File: src/rtl/dxe_pkg.sv
package dxe_pkg;
  localparam int UNIT_COUNT = 2;

  typedef enum logic {
    SEL_FAST = 1'b0,
    SEL_SLOW = 1'b1
  } unit_sel_e;
endpackage

File: src/rtl/dxe_exec_slot.sv
// One non-pipelined execute unit with no input queue. It counts the cycles
// spent on its occupant and then holds the result until the handoff grants it.
module dxe_exec_slot #(
  parameter int LAT   = 2,
  parameter int TAG_W = 4
) (
  input  logic             clk,
  input  logic             rst,
  input  logic             issue,
  input  logic [TAG_W-1:0] issue_tag,
  input  logic             grant,
  output logic             busy,
  output logic             done,
  output logic             free,
  output logic [TAG_W-1:0] tag
);
  localparam int CW = $clog2(LAT + 1);

  logic [CW-1:0] cnt;

  assign done = busy && (cnt == CW'(LAT));
  assign free = !busy || (done && grant);

  always_ff @(posedge clk) begin
    if (rst) begin
      busy <= 1'b0;
      cnt  <= '0;
      tag  <= '0;
    end else if (issue) begin
      busy <= 1'b1;
      cnt  <= CW'(1);
      tag  <= issue_tag;
    end else if (done && grant) begin
      busy <= 1'b0;
    end else if (busy && !done) begin
      cnt  <= cnt + 1'b1;
    end
  end
endmodule

File: src/rtl/dxe_leave_arbiter.sv
// Chooses which finished unit moves into memory. When both have finished,
// the older occupant goes first.
module dxe_leave_arbiter (
  input  logic [dxe_pkg::UNIT_COUNT-1:0] done,
  input  logic                           slow_older,
  output logic [dxe_pkg::UNIT_COUNT-1:0] grant
);
  always_comb begin
    if (&done) grant = slow_older ? 2'b10 : 2'b01;
    else       grant = done;
  end
endmodule

File: src/rtl/dual_exec_issue_ctrl.sv
module dual_exec_issue_ctrl #(
  parameter int TAG_W  = 4,
  parameter int E1_LAT = 2,
  parameter int E2_LAT = 4
) (
  input  logic             clk,
  input  logic             rst,
  input  logic             in_valid,
  output logic             in_ready,
  input  logic [TAG_W-1:0] in_tag,
  input  logic             in_unit,
  output logic             wb_valid,
  output logic [TAG_W-1:0] wb_tag
);
  import dxe_pkg::*;
  localparam int NU = UNIT_COUNT;

  // fetch and decode slots
  logic             if_v, id_v;
  logic [TAG_W-1:0] if_t, id_t;
  unit_sel_e        if_u, id_u;
  // memory and writeback slots
  logic             mem_v, wb_v;
  logic [TAG_W-1:0] mem_t, wb_t;

  logic [NU-1:0]    busy, done, free, grant, issue;
  logic [TAG_W-1:0] utag [NU];
  logic             slow_older;
  logic             id_issue, if_adv;

  // decode issue: only into the selected unit, only when that unit frees
  always_comb begin
    issue[0] = id_v && (id_u == SEL_FAST) && free[0];
    issue[1] = id_v && (id_u == SEL_SLOW) && free[1];
  end

  assign id_issue = |issue;
  assign if_adv   = !id_v || id_issue;
  assign in_ready = !if_v || if_adv;

  generate
    for (genvar g = 0; g < NU; g++) begin : g_unit
      dxe_exec_slot #(
        .LAT  (g == 0 ? E1_LAT : E2_LAT),
        .TAG_W(TAG_W)
      ) u_slot (
        .clk      (clk),
        .rst      (rst),
        .issue    (issue[g]),
        .issue_tag(id_t),
        .grant    (grant[g]),
        .busy     (busy[g]),
        .done     (done[g]),
        .free     (free[g]),
        .tag      (utag[g])
      );
    end
  endgenerate

  dxe_leave_arbiter u_arb (
    .done      (done),
    .slow_older(slow_older),
    .grant     (grant)
  );

  // age of the two occupants: set when one issues while the other stays put
  always_ff @(posedge clk) begin
    if (rst) begin
      slow_older <= 1'b0;
    end else if (issue[0] && busy[1] && !grant[1]) begin
      slow_older <= 1'b1;
    end else if (issue[1] && busy[0] && !grant[0]) begin
      slow_older <= 1'b0;
    end
  end

  always_ff @(posedge clk) begin
    if (rst) begin
      if_v <= 1'b0;
      if_t <= '0;
      if_u <= SEL_FAST;
    end else if (in_ready) begin
      if_v <= in_valid;
      if_t <= in_tag;
      if_u <= unit_sel_e'(in_unit);
    end
  end

  always_ff @(posedge clk) begin
    if (rst) begin
      id_v <= 1'b0;
      id_t <= '0;
      id_u <= SEL_FAST;
    end else if (if_adv) begin
      id_v <= if_v;
      id_t <= if_t;
      id_u <= if_u;
    end
  end

  always_ff @(posedge clk) begin
    if (rst) begin
      mem_v <= 1'b0;
      mem_t <= '0;
      wb_v  <= 1'b0;
      wb_t  <= '0;
    end else begin
      mem_v <= |grant;
      mem_t <= grant[1] ? utag[1] : utag[0];
      wb_v  <= mem_v;
      wb_t  <= mem_t;
    end
  end

  assign wb_valid = wb_v;
  assign wb_tag   = wb_t;
endmodule

File: config.mk
export PLATFORM = sky130hd
export DESIGN_NAME = dual_exec_issue_ctrl
export DESIGN_NICKNAME = d
export VERILOG_FILES = /design/src/rtl/dxe_pkg.sv /design/src/rtl/dxe_exec_slot.sv /design/src/rtl/dxe_leave_arbiter.sv /design/src/rtl/dual_exec_issue_ctrl.sv
export SDC_FILE = /design/constraint.sdc
export NUM_CORES = 1
export LEC_CHECK = 0
export ABC_AREA = 1
export BUFFER_PORTS_ARGS = -buffer_cell sky130_fd_sc_hd__clkbuf_2
export CORE_ASPECT_RATIO = 0.7
export CORE_MARGIN = 2
export CORE_UTILIZATION = 50
export CTS_CLUSTER_SIZE = 24
export DETAILED_ROUTE_END_ITERATION = 6
export GPL_ROUTABILITY_DRIVEN = 0
export PLACE_DENSITY = 0.69
export SLEW_MARGIN = 20
export SYNTH_ARGS = -nofsm -noshare
export SYNTH_HDL_FRONTEND = slang
export SYNTH_SLANG_ARGS = --single-unit
File: constraint.sdc
create_clock -name clk -period 1.7 [get_ports clk]
set_clock_uncertainty 0.1 [all_clocks]
set_input_delay 0.255 -clock clk [delete_from_list [all_inputs] [get_ports clk]]
set_output_delay 0.255 -clock clk [all_outputs]
set_load 0.1 [all_outputs]
Yosys cells after proc, flatten, opt, wreduce, memory -nomap -nowiden. Cells that the tools add are included.

Output and inout bits: 6. Input port bits: 8. Memory bits (writable): 0. Bits in read-only memories: 0. Latch bits: 0. Bits in registers: 38. Memories: 0.

$mul: 0. Reductions and logical operators: 40. Divide/modulo/power cells: 0. $add $sub $neg: 2. Equal/unequal tests: 4. Shift-type cells: 0. Muxes and demuxes: 15. $lt $le $gt $ge: 0. Bitwise gates (word level): 3.

Operators with widths (count): 1-bit logical AND (14); 1-bit 2-to-1 mux (12); 2-bit AND reduction (5); 2-bit nonzero test (5); 1-bit zero test (8); 2-bit OR reduction (4); 1-bit logical OR (4); 2-bit 2-to-1 mux (2); 4-bit 2-to-1 mux (1); 2-bit by 1-bit != test with 1-bit output, second input constant (2); 3-bit by 1-bit adder with 3-bit output, second input constant (1); 3-bit == test, second input constant (1); 1-bit inverter (3); 2-bit by 1-bit adder with 2-bit output, second input constant (1); 2-bit == test, second input constant (1).

Longest topological paths before layout.
Depth in word-level cells: 11. Gate-level depth with buffers: 10. Mapped depth without buffers: 10.

Cells and area by module. Synthesis repeated with hierarchy kept, for this count alone.

Cells, all modules: 212. Area total of the unflattened synthesis: 1550.2 um^2.

Modules (own cells, without submodules): dual_exec_issue_ctrl (sequential area each 460.4 um^2, instances 1, cells an instance 119, area an instance 877.1 um^2); dxe_exec_slot (g_unit[1].u_slot) (sequential area each 160.2 um^2, instances 1, cells an instance 49, area an instance 366.6 um^2); dxe_exec_slot (g_unit[0].u_slot) (sequential area each 140.1 um^2, instances 1, cells an instance 39, area an instance 285.3 um^2); dxe_leave_arbiter (sequential area each 0.0 um^2, instances 1, cells an instance 5, area an instance 21.3 um^2).

Worst setup path after synthesis. No wires, ideal clock.

Path kind: register to register. Start point: register g_unit[1].u_slot.cnt[0]. End point: register if_v. Period minus slack after synthesis: 2090 ps. Data required time: 1518 ps. Cell stages (with the launch flop): 10. Data arrival time: 1908 ps. Slack: -390 ps. Setup time: 82 ps. Path through: dfxtp_1 inv_1 ha_1 nand2_2 nor2_4 nand2_4 nand3_4 nand2_8 nand2_1 a21oi_1.

Word-level cells in the longest chain between the ends: 10.

RTL lines: start, declared (RTL line dxe_exec_slot.sv:19) `logic [CW-1:0] cnt;`; start signal, assigned (RTL line dxe_exec_slot.sv:36) `cnt <= cnt + 1'b1;`; 3-bit == test * (RTL line dxe_exec_slot.sv:21) `assign done = busy && (cnt == CW'(LAT));`; 1-bit logical AND * (RTL line dxe_exec_slot.sv:21); 2-bit AND reduction (RTL line dxe_leave_arbiter.sv:9) `if (&done) grant = slow_older ? 2'b10 : 2'b01;`; 2-bit 2-to-1 mux (RTL line dxe_leave_arbiter.sv:9); 1-bit logical AND (RTL line dxe_exec_slot.sv:22) `assign free = !busy || (done && grant);`; 1-bit logical OR (RTL line dxe_exec_slot.sv:22); 1-bit logical AND, on equally long branches (RTL line dual_exec_issue_ctrl.sv:33, dual_exec_issue_ctrl.sv:34); 2-bit OR reduction * (RTL line dual_exec_issue_ctrl.sv:37) `assign id_issue = |issue;`; 1-bit logical OR * (RTL line dual_exec_issue_ctrl.sv:38) `assign if_adv = !id_v || id_issue;`; 1-bit logical OR * (RTL line dual_exec_issue_ctrl.sv:39) `assign in_ready = !if_v || if_adv;`; via in_ready (RTL line dual_exec_issue_ctrl.sv:9) `output logic in_ready,`; end signal, assigned (RTL line dual_exec_issue_ctrl.sv:83) `if_v <= in_valid;`; end, declared (RTL line dual_exec_issue_ctrl.sv:19) `logic if_v, id_v;`.

Mark *: on every way through the listed nets, which the timed path passes. The rest lies on a longest branch. A chain may end at the register's enable or synchronous reset.

Worst setup path in the final report.
Start point: register g_unit[1].u_slot.cnt[0]. End point: output in_ready.

Word-level cells in the longest chain between the ends: 10.

RTL lines (RTL line): 3-bit == test * (dxe_exec_slot.sv:21); 1-bit logical AND * (dxe_exec_slot.sv:21); 2-bit AND reduction (dxe_leave_arbiter.sv:9); 2-bit 2-to-1 mux (dxe_leave_arbiter.sv:9); 1-bit logical AND (dxe_exec_slot.sv:22); 1-bit logical OR (dxe_exec_slot.sv:22); 1-bit logical AND, on equally long branches (dual_exec_issue_ctrl.sv:33, dual_exec_issue_ctrl.sv:34); 2-bit OR reduction * (dual_exec_issue_ctrl.sv:37); 1-bit logical OR * (dual_exec_issue_ctrl.sv:38); 1-bit logical OR * (dual_exec_issue_ctrl.sv:39); end, declared (dual_exec_issue_ctrl.sv:9).

Every way passes the cells marked *; elsewhere a longest branch is shown, timed or not.

==> Flow_metrics.wiki <==
{| class="wikitable"
! Metric !! Value
|-
| Cell types occupying the most area after synthesis || sky130_fd_sc_hd__dfxtp_1 48%, sky130_fd_sc_hd__nor2_1 8.8%, sky130_fd_sc_hd__inv_1 6.2%
|-
| Total routing resource utilization after global routing || 0.198
|-
| Proportion of netlist area held by the largest area contributor || 0.481
|-
| Non-filler cells, final || about 270
|-
| Class of the tightest hold or removal check || in -> reg
|-
| Post-detail-place hpwl || 2070 um
|-
| Internal power || between 0.0015 and 0.002 W
|-
| Top library cells by usage in the layout, fill and taps aside || 36 x sky130_fd_sc_hd__nor2_1, 35 x sky130_fd_sc_hd__dfxtp_1, 22 x sky130_fd_sc_hd__inv_1
|-
| Share of layout cells above drive strength 1 || 0.344
|-
| Critical setup path kind || reg -> out
|-
| Drc violations || 0
|-
| Net count reported at finish || ~240
|-
| Power density over the cells || 1000 nW/um2
|-
| Post-route minimum period || between 1500 and 2000 ps
|-
| Net count after synthesis || roughly 200
|-
| Total instance count after detailed placement || approximately 250
|-
| Area overhead of the layout relative to synthesis || 27.2%
|-
| Yosys top cell by area || sky130_fd_sc_hd__dfxtp_1
|-
| Horizontal die dimension || 71.2 um
|-
| Syn Std Cell Area || 1580 um2
|-
| Netlist cell types || 24
|-
| Clock group share of total power || 0.467
|-
| Sequential power share || 0.466
|-
| Maximum number of pins on one net before global-route repair || 22
|-
| CTS Buf Count || 5
|-
| Data required time at the worst endpoint || roughly 1300 ps
|-
| Clk sink count || 38
|-
| Reg clk slew, reported paths || around 70 ps
|-
| Multi-input gate area in the final layout || 719 um2
|-
| Vias in the first global route || between 1000 and 1500
|-
| Met1 usage || 0.216
|-
| Post-layout worst setup margin || -152 ps
|-
| Root buffer cell || sky130_fd_sc_hd__clkbuf_8
|-
| Portion of the post-synthesis area used by sequential elements || 0.481
|-
| Outcome || finished with violations
|-
| Routed length per placed instance || 11.4 um
|-
| Combinational power share || 0.067
|-
| Max Cap Violations || 0
|-
| Max Slew Vio Count || 0
|-
| Worst Path Max Fanout || 2
|-
| Diode count || 0
|-
| Placement row count || 17
|-
| Max transition margin || 0.630
|-
| Die Y-Extent || ~51 um
|-
| Met3 Usage GRT || 0.0789
|-
| I/O Buffers || 13
|-
| Number of warnings issued by yosys || 0
|-
| Part of the cycle the worst path needs || 1.09
|-
| Final core utilization || 0.653
|-
| Number of levels in the clock H-tree || 2
|-
| Worst Setup Start Kind || register
|-
| Mean area per synthesized cell || 8.20 um2
|-
| Fmax || 0.540 GHz
|-
| Seq cells post-synth || 38
|-
| RSZ-0062 raised after global routing || yes
|-
| LEAKAGE || just under 0.9 nW
|-
| Failing checks || negative setup slack
|-
| Net switching power || 0.000417 W
|-
| VDD IR-drop max || roughly 0.00063 V
|-
| Hold violation total from the final report || 0
|-
| Core region area || around 3100 um2
|-
| Endpoint class of the critical path || output port
|-
| Switching part of the total power || 0.207
|-
| DIE AREA || 3640 um2
|-
| DR vias/cell || 4.93
|-
| Overall overflow remaining after global route || 0
|-
| Sequential Area || roughly 760 um2
|-
| First-pass GRT wire length || between 5000 and 6000 um
|-
| Number of setup violations in the final report || 3
|-
| Highest-utilization routing layer at the global route stage || met2
|-
| Clock network latency to the later pin of the worst-skew pair || ~300 ps
|-
| Antenna violations before repair || 0
|-
| Most frequent standard cell in the layout excluding fill and tap cells || sky130_fd_sc_hd__nor2_1
|-
| CTS tree || built
|-
| 1st-iter DRT viols || 48
|-
| Vias post-DR || 1307
|-
| Fill cell total of the finished layout || between 200 and 250
|-
| Initial Utilization || 0.513
|-
| Number of primary I/O pins || 14
|-
| Transition time at the pin with the least slew margin || 555 ps
|-
| Router iterations before antenna repair || 4
|-
| Arrival time worst endpoint || 1500 ps
|-
| Met2 usage in global routing || 0.341
|-
| Hold WS || 81.3 ps
|-
| Clock buffer depth || 2
|-
| Final ANT Viol Nets || 0
|-
| Post-synthesis instance total || 193
|-
| Total length of routed wires || 3030 um
|}
## logic make-up after synthesis
group | count (synthesis) | synth area share
and+or+nand+nor | 83 | 0.255
DFF | 38 | 0.481
buffers and inverters | 34 | 0.0964
AOI/OAI and AO/OA | 33 | 0.134
adders and majority gates | 3 | 0.0237
xor gates and xnor gates | 2 | 0.0111
## per-layer routing
metal	vias to the layer above	wire (um)	part of all wire
met1	611	1360	0.45
li1	668	-	-
met2	20	1470	0.49
met4	0	74	0.024
met3	8	122	0.040
met5	-	0	0
## power by group through the flow
stage / clock, W / sequential (W) / combinational (W)
detailed placement: 0 / 0.000958 / 0.000122
floorplan: 0 / 0.000965 / 0.0000801
finish: 0.000942 / 0.000939 / 0.000134
CTS: 0.000963 / 0.000938 / 0.000130
global route: 0.000999 / 0.000942 / 0.000151
global placement: 0 / 0.000957 / 0.000118
## timing repair
item                       4_1_cts  5_1_grt
setup endpoints to repair        1       20
hold buffers                     0        0
gates resized for setup          9       12
buffers inserted                 5        4
pin swaps                        3        2
## metrics by stage
step           area [um2]  setup TNS (ps)  power [W]  setup WS, ps
2_1_floorplan        1590               0    0.00105          80.1
3_3_place_gp         1750               0    0.00108          60.2
3_5_place_dp         1750               0    0.00108          21.6
4_1_cts              1960            -180    0.00203          -180
5_1_grt              2010            -993    0.00209          -235
6_report             2010            -163    0.00201          -152
## cell type report
type,instances,share of cell area
clock buffers,6,0.0410
clock inverters,2,0.0298
inverters,27,0.0503
multi-input cells,121,0.357
flip-flops and latches,38,0.380
well taps,38,0.0236
repair buffers,33,0.118
## Yosys cell counts (all sizes together)
master   n
dfxtp   38
nor2    38
inv     27
nand2   27
nand3   18
a21oi   16
o21ai   16
clkbuf   4
buf      3
ha       3
xor2     2
a31oi    1
## sequential cells by signal, indices dropped and copies added (netlist names)
register and cells:
if_u 1, if_v 1, mem_v 1, slow_older 1
wb_valid 1, g_unit.u_slot.cnt 5, if_t 4, id_u 1
g_unit.u_slot.tag 8, wb_tag 4, g_unit.u_slot.busy 2, mem_t 4
id_v 1, id_t 4
## critical path: stages (launching register included)
cell,delay (ps)
sky130_fd_sc_hd__dfxtp_2,330
sky130_fd_sc_hd__inv_2,70
sky130_fd_sc_hd__ha_4,150
sky130_fd_sc_hd__nand3_4,90
sky130_fd_sc_hd__o21ai_4,180
sky130_fd_sc_hd__nand2_4,90
sky130_fd_sc_hd__nand2_8,90
sky130_fd_sc_hd__nand2_4,50
sky130_fd_sc_hd__buf_12,160
## worst paths after layout
path,slack [ps],start,endpoint,cells after the start
worst max-delay path,-150,g_unit[1].u_slot.cnt[0]$_SDFFE_PP0P_,in_ready,8
worst min-delay path,80,in_valid,if_v$_SDFFE_PP0P_,3
worst max register to register,-10,g_unit[0].u_slot.cnt[0]$_SDFFE_PP0P_,if_t[3]$_SDFFE_PP0P_,12
worst min register to register,300,mem_t[3]$_SDFF_PP0_,wb_tag[3]$_SDFF_PP0_,2
No activity file was read; power rests on OpenSTA's default activity.
